File: config.mk
export PLATFORM = sky130hd
export DESIGN_NAME = irq_post_clr_reg
export DESIGN_NICKNAME = d
export VERILOG_FILES = /design/src/rtl/irq_post_clr_pkg.sv /design/src/rtl/irq_wr_decode.sv /design/src/rtl/irq_flag_bit.sv /design/src/rtl/irq_read_mux.sv /design/src/rtl/irq_post_clr_reg.sv
export SDC_FILE = /design/constraint.sdc
export NUM_CORES = 1
export LEC_CHECK = 0
export BUFFER_PORTS_ARGS = -buffer_cell sky130_fd_sc_hd__buf_2
export CAP_MARGIN = 20
export CORE_MARGIN = 3
export CORE_UTILIZATION = 36
export DETAILED_ROUTE_END_ITERATION = 6
export PLACE_DENSITY = 0.76
export RECOVER_POWER = 25
export SYNTH_ARGS = -nofsm -noshare
export SYNTH_HDL_FRONTEND = slang
export SYNTH_SLANG_ARGS = --single-unit
File: constraint.sdc
create_clock -name clk -period 0.8 [get_ports clk]
set_input_delay 0.04 -clock clk [delete_from_list [all_inputs] [get_ports clk]]
set_output_delay 0.04 -clock clk [all_outputs]
set_load 0.005 [all_outputs]
File: src/rtl/irq_post_clr_pkg.sv
package irq_post_clr_pkg;
  parameter int unsigned DATA_W = 8;
  parameter int unsigned ADDR_W = 8;
  parameter int unsigned N_EP   = 5;
  parameter int unsigned N_SRC  = N_EP + 1;
  parameter logic [ADDR_W-1:0] REG_ADDR = 8'hDC;

  typedef enum logic [1:0] {
    OP_NONE  = 2'b00,
    OP_CLEAR = 2'b01,
    OP_POST  = 2'b10
  } wr_op_e;
endpackage

File: src/rtl/irq_wr_decode.sv
module irq_wr_decode
  import irq_post_clr_pkg::*;
#(
  parameter int unsigned AW = ADDR_W,
  parameter int unsigned DW = DATA_W,
  parameter int unsigned NS = N_SRC,
  parameter logic [AW-1:0] MY_ADDR = REG_ADDR
) (
  input  logic [AW-1:0] addr,
  input  logic          wr,
  input  logic [DW-1:0] wdata,
  input  logic          post_en,
  output logic          hit,
  output logic [NS-1:0] clr_mask,
  output logic [NS-1:0] set_mask
);
  wr_op_e op;

  always_comb begin
    hit = (addr == MY_ADDR);
    op  = OP_NONE;
    if (wr && hit) begin
      op = post_en ? OP_POST : OP_CLEAR;
    end
  end

  always_comb begin
    clr_mask = '0;
    set_mask = '0;
    unique case (op)
      OP_CLEAR: clr_mask = ~wdata[NS-1:0];
      OP_POST:  set_mask = wdata[NS-1:0];
      default: begin
        clr_mask = '0;
        set_mask = '0;
      end
    endcase
  end
endmodule

File: src/rtl/irq_flag_bit.sv
module irq_flag_bit (
  input  logic clk,
  input  logic rst_n,
  input  logic hw_set,
  input  logic sw_set,
  input  logic sw_clr,
  output logic flag
);
  logic flag_d;
  logic flag_en;

  always_comb begin
    flag_en = hw_set | sw_set | sw_clr;
    flag_d  = flag;
    if (hw_set || sw_set) begin
      flag_d = 1'b1;
    end else if (sw_clr) begin
      flag_d = 1'b0;
    end
  end

  always_ff @(posedge clk or negedge rst_n) begin
    if (!rst_n) begin
      flag <= 1'b0;
    end else if (flag_en) begin
      flag <= flag_d;
    end
  end
endmodule

File: src/rtl/irq_read_mux.sv
module irq_read_mux
  import irq_post_clr_pkg::*;
#(
  parameter int unsigned DW = DATA_W,
  parameter int unsigned NS = N_SRC
) (
  input  logic          hit,
  input  logic [NS-1:0] flags,
  output logic [DW-1:0] rdata
);
  localparam int unsigned PAD_W = DW - NS;

  always_comb begin
    rdata = '0;
    if (hit) begin
      rdata = {{PAD_W{1'b0}}, flags};
    end
  end
endmodule

File: src/rtl/irq_post_clr_reg.sv
module irq_post_clr_reg
  import irq_post_clr_pkg::*;
#(
  parameter int unsigned AW = ADDR_W,
  parameter int unsigned DW = DATA_W,
  parameter int unsigned NE = N_EP,
  parameter logic [AW-1:0] MY_ADDR = REG_ADDR
) (
  input  logic          clk,
  input  logic          rst_n,
  input  logic [AW-1:0] bus_addr,
  input  logic          bus_wr,
  input  logic [DW-1:0] bus_wdata,
  output logic [DW-1:0] bus_rdata,
  input  logic          sw_post_en,
  input  logic          wake_evt,
  input  logic [NE-1:0] ep_evt,
  output logic [NE:0]   irq_pending
);
  localparam int unsigned NS = NE + 1;

  logic          hit;
  logic [NS-1:0] clr_mask;
  logic [NS-1:0] set_mask;
  logic [NS-1:0] hw_evt;
  logic [NS-1:0] flags;

  assign hw_evt = {wake_evt, ep_evt};

  irq_wr_decode #(.AW(AW), .DW(DW), .NS(NS), .MY_ADDR(MY_ADDR)) u_dec (
    .addr     (bus_addr),
    .wr       (bus_wr),
    .wdata    (bus_wdata),
    .post_en  (sw_post_en),
    .hit      (hit),
    .clr_mask (clr_mask),
    .set_mask (set_mask)
  );

  for (genvar i = 0; i < NS; i++) begin : g_flag
    irq_flag_bit u_bit (
      .clk    (clk),
      .rst_n  (rst_n),
      .hw_set (hw_evt[i]),
      .sw_set (set_mask[i]),
      .sw_clr (clr_mask[i]),
      .flag   (flags[i])
    );
  end

  irq_read_mux #(.DW(DW), .NS(NS)) u_rd (
    .hit   (hit),
    .flags (flags),
    .rdata (bus_rdata)
  );

  assign irq_pending = flags;
endmodule

-- Yosys cells after proc, flatten, opt, wreduce, memory -nomap -nowiden
Cells that the tools add are included.
- equality and inequality tests: 3
- multiplexer cells: 17
- reduce and logical (&&, ||, !) cells: 19
- bitwise gates (word level): 13
- operators by type and width (kind ; count):
    6-bit two-way mux ; 3
    1-bit two-way mux ; 12
    1-bit OR ; 12
    2-bit AND reduction ; 6
    2-bit nonzero test ; 6
    8-bit equality test (second input constant) ; 1
    1-bit logical OR ; 6
    6-bit inverter ; 1
    2-bit two-way mux ; 2
    2-bit by 1-bit equality test with 1-bit output (second input constant) ; 1
    2-bit equality test (second input constant) ; 1
    1-bit logical AND ; 1
- flip-flop bits (word level): 6
- output and inout port bits: 14
- logic and storage cells: 58
- input bits: 26

-- Logic depth before layout (Yosys ltp)
Gate-level depths: netlist of run 1.
- depth after elaboration: 8
- depth in mapped cells: 5
- depth with buffers taken out: 3

-- Hierarchy
From an unflattened synthesis of run 1, not the netlist that was laid out.
- cell total of the unflattened synthesis: 57
- area total of the unflattened synthesis: 451.7 um^2
- by module, submodules not included (module ; sequential area each (um^2) ; area an instance (um^2) ; cells an instance ; times used):
    irq_flag_bit ; 25.0 ; 37.5 ; 4 ; 6
    irq_wr_decode ; 0.0 ; 170.2 ; 24 ; 1
    irq_read_mux ; 0.0 ; 56.3 ; 9 ; 1

-- Least setup slack after synthesis of run 1
OpenSTA, ideal clock, no wires.
- path type: input-to-reg
- from: in bus_addr[0]
- to: reg g_flag[0].u_bit.flag
- path buffers: 1
- data arrival time: 750 ps
- setup slack: -32 ps
- stages on the path: 4
- required time: 718 ps
- setup time: 82 ps
- cells stage by stage: nand4bb_1 buf_2 o31a_1 a31oi_1
- longest elaborated chain between the ends: 8
- elaborated cells on any way between the ends: 13
- those cells by class: eq/ne (3); mux (4); bitwise (2); reduce/logical (4)
- RTL lines (element ; line ; text):
    from (decl) ; irq_post_clr_reg.sv:11 ; input logic [AW-1:0] bus_addr,
    8-bit equality test * ; irq_wr_decode.sv:20 ; hit = (addr == MY_ADDR);
    1-bit logical AND * ; irq_wr_decode.sv:22 ; if (wr && hit) begin
    2-bit two-way mux * ; irq_wr_decode.sv:22 ;
    2-bit equality test ; irq_wr_decode.sv:30 ; unique case (op)
    6-bit two-way mux ; irq_wr_decode.sv:30 ;
    1-bit OR / 1-bit logical OR (equally long branches) ; irq_flag_bit.sv:13, irq_flag_bit.sv:15 ;
    1-bit OR / 2-bit nonzero test (equally long branches) ; -- ;
    2-bit AND reduction (no line) ; -- ;
    to (signal assigned) ; irq_flag_bit.sv:26 ; flag <= flag_d;
    to (decl) ; irq_flag_bit.sv:7 ; output logic flag
Mark *: on every way between the ends. The rest lies on a longest branch, timed or not.
A chain may end at the register's enable or synchronous reset.

-- Final worst setup path of run 1
- from: reg g_flag[4].u_bit.flag
- to: out bus_rdata[4]
- longest elaborated chain between the ends: 1
- RTL lines (element ; line ; text):
    from (decl) ; irq_flag_bit.sv:7 ;
    from (signal assigned) ; irq_flag_bit.sv:26 ;
    6-bit two-way mux ; irq_read_mux.sv:15 ; if (hit) begin
    to (decl) ; irq_post_clr_reg.sv:14 ; output logic [DW-1:0] bus_rdata,
No other way between the ends.

==> impl_metrics.env, run 1 <==
export IMPL_status="finished, violations left"
export IMPL_violations="setup timing"
export IMPL_regMostFlops="g_flag.u_bit.flag"
export IMPL_min_to="g_flag[5].u_bit.flag$_DFFE_PN0P_"
export IMPL_p_sw_w=0.000200
export IMPL_seq_area_frac_synth_pct=31.5
export IMPL_synthAdderAreaFrac_pct=0
export IMPL_insertion_delay_ns=0.25
export IMPL_min_from="wake_evt"
export IMPL_synth_cell_types=13
export IMPL_synthTopCellsByCount="nor2_1 (12), buf_4 (9)"
export IMPL_vias=552
export IMPL_dpl_cell_area_um2=621
export IMPL_p_int_w=0.000550
export IMPL_initial_utilization_pct=40.7
export IMPL_fill_cells=108
export IMPL_reg2reg_from="g_flag[4].u_bit.flag$_DFFE_PN0P_"
export IMPL_grt_max_degree=9
export IMPL_firstDrtPassIters=4
export IMPL_grt_pass1_wl_um=2100
export IMPL_r2r_slack_ns=-0.11
export IMPL_die_area_um2=1800
export IMPL_worst_ep_arrival_time_ns=0.91
export IMPL_fin_area_um2=746
export IMPL_dr_wl_met3_um=125
export IMPL_io_pin_count=40
export IMPL_hold_class="in -> reg"
export IMPL_yosysTopAreaCell="dfrtp_1"
export IMPL_io_buffers=35
export IMPL_drv_slew=0
export IMPL_critPathLaunchType="flip-flop"
export IMPL_cts_sinks=6
export IMPL_path_cells="and2_4 -> buf_6"
export IMPL_muxShareOfSynthArea_pct=0
export IMPL_grt_antenna_before_repair=0
export IMPL_drtIter0Drc=13
export IMPL_nNetsFinal=123
export IMPL_clk_pin_slew_ns=0.05
export IMPL_synth_edf_count=0
export IMPL_synthMostInstantiatedCell="nor2_1"
export IMPL_vias_per_cell=5.06
export IMPL_rr_worst_depth=4
export IMPL_max_vdd_ir_drop_uv=538
export IMPL_p_leak_nw=0.339
export IMPL_wl_met1_um=525
export IMPL_critPathKind="reg -> out"
export IMPL_ys_ff_latch=6
export IMPL_grt_pass1_vias=485
export IMPL_ant_nets=0
export IMPL_period_needed_ns=0.948
export IMPL_grt_remaining_overflow=0
export IMPL_post_route_period_util_pct=119
export IMPL_met2WireLength_um=719
export IMPL_wl_um=1380
export IMPL_end_kind="output port"
export IMPL_mappedNetlistArea_um2=477
export IMPL_grt_total_usage_pct=14.8
export IMPL_pwr_share_seq_pct=40.5
export IMPL_cts_made_buffers=3
export IMPL_synth_top_family_by_area="simple AND/OR/NAND/NOR gates"
export IMPL_place_congestion=0.744
export IMPL_core_area_um2=1170
export IMPL_cpPeakStageDelay_ns=0.39
export IMPL_synth_area_leaders="dfrtp_1 (31%), buf_4 (14%), o31a_1 (11%)"
export IMPL_yosysTopAreaCellShare_pct=31.5
export IMPL_slowest_stage="dfrtp_1"
export IMPL_setup_viol_count_final=13
export IMPL_cts_max_level=1
export IMPL_cp_required_ns=0.76
export IMPL_finalHoldViolCount=0
export IMPL_synth_compound_area_share_pct=18.9
export IMPL_synthCells=57
export IMPL_largest_register_ffs=6
export IMPL_antennaDiodeCount=0
export IMPL_worst_slack_ns=-0.148
export IMPL_drc=0
export IMPL_r2r_end="g_flag[4].u_bit.flag$_DFFE_PN0P_"
export IMPL_die_h_um=42.4
export IMPL_synth_main_ff_cell="dfrtp_1"
export IMPL_die_width_um=42.4
export IMPL_rsz0062_at_grt="true"
export IMPL_tns_ns=-1.08
export IMPL_synthSimpleGateAreaFrac_pct=33.6
export IMPL_switching_share_pct=26.7
export IMPL_min_path_cells=3
export IMPL_wl_per_cell_um=12.7
export IMPL_cts_root_buffer="clkbuf_4"
export IMPL_fin_worst_skew_ns=0
export IMPL_highest_layer="met4"
export IMPL_reg_top3="g_flag.u_bit.flag (6)"
export IMPL_drive_gt1_share_pct=52.6
export IMPL_area_growth_pct=56.4
export IMPL_yosys_warnings=0
export IMPL_synth_area_per_cell_um2=8.36
export IMPL_fmax_mhz=1050
export IMPL_num_rows=12
export IMPL_pre_cts_slack_ns=-0.224
export IMPL_worstPathMaxFanout=3
export IMPL_powerDensity_nw_per_um2=1010
export IMPL_p_total_w=0.000751
export IMPL_cp_startpoint="g_flag[4].u_bit.flag$_DFFE_PN0P_"
export IMPL_maxCapViolCount=0
export IMPL_synthXorXnorAreaFrac_pct=0
export IMPL_synthArstFlopShare_pct=100
export IMPL_clockPowerShare_pct=40.0
export IMPL_cts_tree="done"
export IMPL_pwr_share_comb_pct=19.4
export IMPL_clock_path_buffers=2
[metrics by stage]
stage / hold WS [ns] / util, % / instances
floorplan: -0.256 / - / 58
global placement: -0.126 / 53.0 / 99
detailed placement: -0.126 / 53.0 / 99
CTS: 0.0865 / 58.0 / 106
global route: 0.103 / 63.7 / 109
finish: 0.0917 / 63.7 / 109
[worst max-delay path by stage]
| stage | endpoint | slack, ns |
|---|---|---|
| final | bus_rdata[4] | -0.15 |
| after global routing | bus_rdata[4] | -0.18 |
| after CTS | bus_rdata[2] | -0.13 |
| after detailed placement | bus_rdata[0] | -0.22 |
| after global placement | bus_rdata[4] | -0.21 |
| after floorplan | g_flag[0].u_bit.flag$_DFFE_PN0P_ | 0.01 |
[placed cells by master, fill, tap and decap left out, types with 2 or more instances in the layout]
cell type | netlist | layout
dfrtp_1 | 6 | 6
nand3_1 | 6 | 6
clkbuf_4 | 0 | 3
a31oi_1 | 6 | 6
and2_1 | 6 | 4
buf_4 | 9 | 5
nor2_4 | 0 | 3
nor2_1 | 12 | 11
conb_1 | 1 | 2
and2_4 | 0 | 2
buf_2 | 1 | 30
buf_6 | 0 | 6
o31a_1 | 6 | 6
[per-layer routing]
metal	up-vias	global-route usage (%)
li1	272	-
met1	248	17.6
met2	30	25.8
met3	2	1.72
met4	0	7.45
met5	-	0
[cells by family (layout without fill, tap and decap cells)]
logic type / after synthesis / after routing
AOI/OAI and AO/OA: 12 / 12
other: 1 / 2
buffers and inverters: 10 / 46
and+or+nand+nor: 28 / 29
DFF: 6 / 6
[critical path: cells and delay by family (launching register included)]
kind / cells / cell delay, ns
flops: 1 / 0.39
simple gates: 1 / 0.16
buf+inv: 1 / 0.10
[layout make-up]
type | count | area, µm² | share of cell area, %
Sequential cell | 6 | 150 | 20.1
Clock buffer | 3 | 22.5 | 3.02
Timing Repair Buffer | 43 | 269 | 36.1
Tap cell | 14 | 17.5 | 2.35
Multi-Input combinational cell | 43 | 287 | 38.4
[power groups by stage]
stage / sequential, W / clock, W / combinational, W
floorplan: 0.000309 / 0 / 0.0000424
global placement: 0.000309 / 0 / 0.000121
detailed placement: 0.000309 / 0 / 0.000124
CTS: 0.000304 / 0.000304 / 0.000130
global route: 0.000304 / 0.000319 / 0.000160
finish: 0.000304 / 0.000300 / 0.000146
[what timing repair did]
action / 4_1_cts / 5_1_grt
cloned: 1 / 0
pin swaps: 1 / 6
setup buffers: 2 / 3
hold buffers: 1 / 0
resized for setup: 1 / 10
endpoints found under the setup margin: 10 / 17
hold endpoints to repair: 6 / 0
Power figures use the tool's default switching activity.
==> run 2: changes to the inputs <==
CORE_MARGIN = unset   (was 3)
==> impl_metrics.env, run 2 (same netlist as run 1, synthesis figures left out) <==
export IMPL_status="finished, violations left"
export IMPL_violations="setup timing"
export IMPL_ant_nets=0
export IMPL_io_pin_count=40
export IMPL_path_cells="and2_4 -> buf_6"
export IMPL_cpPeakStageDelay_ns=0.38
export IMPL_reg_top3="g_flag.u_bit.flag (6)"
export IMPL_drc=0
export IMPL_area_growth_pct=53.3
export IMPL_grt_pass1_vias=458
export IMPL_final_core_util_pct=62.4
export IMPL_p_leak_nw=0.335
export IMPL_cts_tree="done"
export IMPL_fin_area_um2=731
export IMPL_drtIter0Drc=6
export IMPL_grt_total_usage_pct=18.3
export IMPL_insertion_delay_ns=0.24
export IMPL_grt_remaining_overflow=0
export IMPL_vias_per_cell=5.06
export IMPL_maxCapViolCount=0
export IMPL_cp_top_family="flip-flops"
export IMPL_place_congestion=0.804
export IMPL_end_kind="output port"
export IMPL_wl_per_cell_um=12.1
export IMPL_grt_antenna_before_repair=0
export IMPL_antennaDiodeCount=0
export IMPL_fill_cells=94
export IMPL_finalHoldViolCount=0
export IMPL_dpl_hpwl_um=926
export IMPL_largest_register_ffs=6
export IMPL_powerDensity_nw_per_um2=996
export IMPL_die_h_um=38.4
export IMPL_num_rows=12
export IMPL_fin_worst_skew_ns=0
export IMPL_hold_class="in -> reg"
export IMPL_cts_max_level=1
export IMPL_rsz0062_at_grt="true"
export IMPL_mostFrequentLayoutCell="buf_2"
export IMPL_clock_path_buffers=2
export IMPL_cts_made_buffers=3
export IMPL_vias=547
export IMPL_initial_utilization_pct=40.7
export IMPL_wl_um=1310
export IMPL_worstPathMaxFanout=3
export IMPL_dpl_cell_area_um2=628
export IMPL_nNetsFinal=122
export IMPL_fmax_mhz=1070
export IMPL_cp_required_ns=0.76
export IMPL_core_area_um2=1170
export IMPL_hold_slack_ns=0.103
export IMPL_cts_sinks=6
export IMPL_path_buf_inv=1
export IMPL_tns_ns=-0.881
export IMPL_period_needed_ns=0.934
export IMPL_setup_viol_count_final=11
export IMPL_slowest_stage="dfrtp_1"
export IMPL_die_area_um2=1470
export IMPL_post_route_period_util_pct=117
export IMPL_io_buffers=35
export IMPL_grt_pass1_wl_um=1840
export IMPL_final_cell_mix="buf_2 (31), nor2_1 (11)"
export IMPL_worst_slack_ns=-0.134
export IMPL_drive_gt1_share_pct=52.1
export IMPL_regMostFlops="g_flag.u_bit.flag"
export IMPL_die_width_um=38.4
export IMPL_drv_slew=0
export IMPL_critPathKind="reg -> out"
export IMPL_firstDrtPassIters=4
export IMPL_clk_pin_slew_ns=0.05
export IMPL_max_vdd_ir_drop_uv=1140
export IMPL_cts_root_buffer="clkbuf_4"
export IMPL_critPathLaunchType="flip-flop"
export IMPL_grt_max_degree=9
export IMPL_worst_ep_arrival_time_ns=0.89
## run 2: changes by cell type in the layout (fill, tap and decap cells not counted)
cell,previous run,this run
buf_2,30,31
nor2_2,0,1
buf_4,5,3
nor2_4,3,2
## run 2: per-stage QoR
| step | cells | power, W | worst slack (ns) |
|---|---|---|---|
| 2_1_floorplan | 58 | 0.000352 | 0.0109 |
| 3_3_place_gp | 100 | 0.000434 | -0.213 |
| 3_5_place_dp | 100 | 0.000436 | -0.234 |
| 4_1_cts | 106 | 0.000728 | -0.130 |
| 5_1_grt | 108 | 0.000762 | -0.159 |
| 6_report | 108 | 0.000728 | -0.134 |
## run 2: path summary, 6_finish.rpt
check	from	to	slack [ns]	cells past startpoint
max	g_flag[4].u_bit.flag$_DFFE_PN0P_	bus_rdata[4]	-0.13	2
min	ep_evt[2]	g_flag[2].u_bit.flag$_DFFE_PN0P_	0.10	3
max reg2reg	g_flag[4].u_bit.flag$_DFFE_PN0P_	g_flag[4].u_bit.flag$_DFFE_PN0P_	-0.08	4
min reg2reg	g_flag[2].u_bit.flag$_DFFE_PN0P_	g_flag[2].u_bit.flag$_DFFE_PN0P_	0.65	3
max in group asynchronous	rst_n	g_flag[0].u_bit.flag$_DFFE_PN0P_	0.32	2
min in group asynchronous	rst_n	g_flag[4].u_bit.flag$_DFFE_PN0P_	0.22	2
## run 2: repair_timing
| action | CTS | global route |
|---|---|---|
| hold endpoints to repair | 6 | 0 |
| buffers inserted | 1 | 2 |
| endpoints found under the setup margin | 9 | 18 |
| hold buffers | 1 | 0 |
| cloned | 1 | 0 |
| pin swaps | 2 | 5 |
| resized for setup | 1 | 9 |
## run 2: report_power, final
group	internal, W	switching, W	total (W)
combinational	0.0000736	0.0000688	0.000142
sequential	0.000305	0.000000135	0.000305
clock	0.000170	0.000110	0.000280
## run 2: area by class of cell
cell class	count	area (µm²)	area share, %
clock buffer	3	22.5	3.08
sequential	6	150	20.5
multi-input combinational	43	282	38.5
tap	14	17.5	2.40
timing repair buffer	42	259	35.4
## run 2: layer usage
layer	vias up	global-route usage (%)	share of wire (%)	routed length, µm
li1	267	-	-	-
met1	248	23.2	39	510
met2	32	28.8	52	682
met3	0	8.72	8.8	115
met4	0	2.59	0	0
met5	-	0	0	0
## run 2: tightest hold or removal path, delay by kind of cell
kind / cells / cell delay [ns]
buffers and inverters: 1 / 0.11
AOI/OAI and AO/OA: 1 / 0.08
and+or+nand+nor: 1 / 0.07
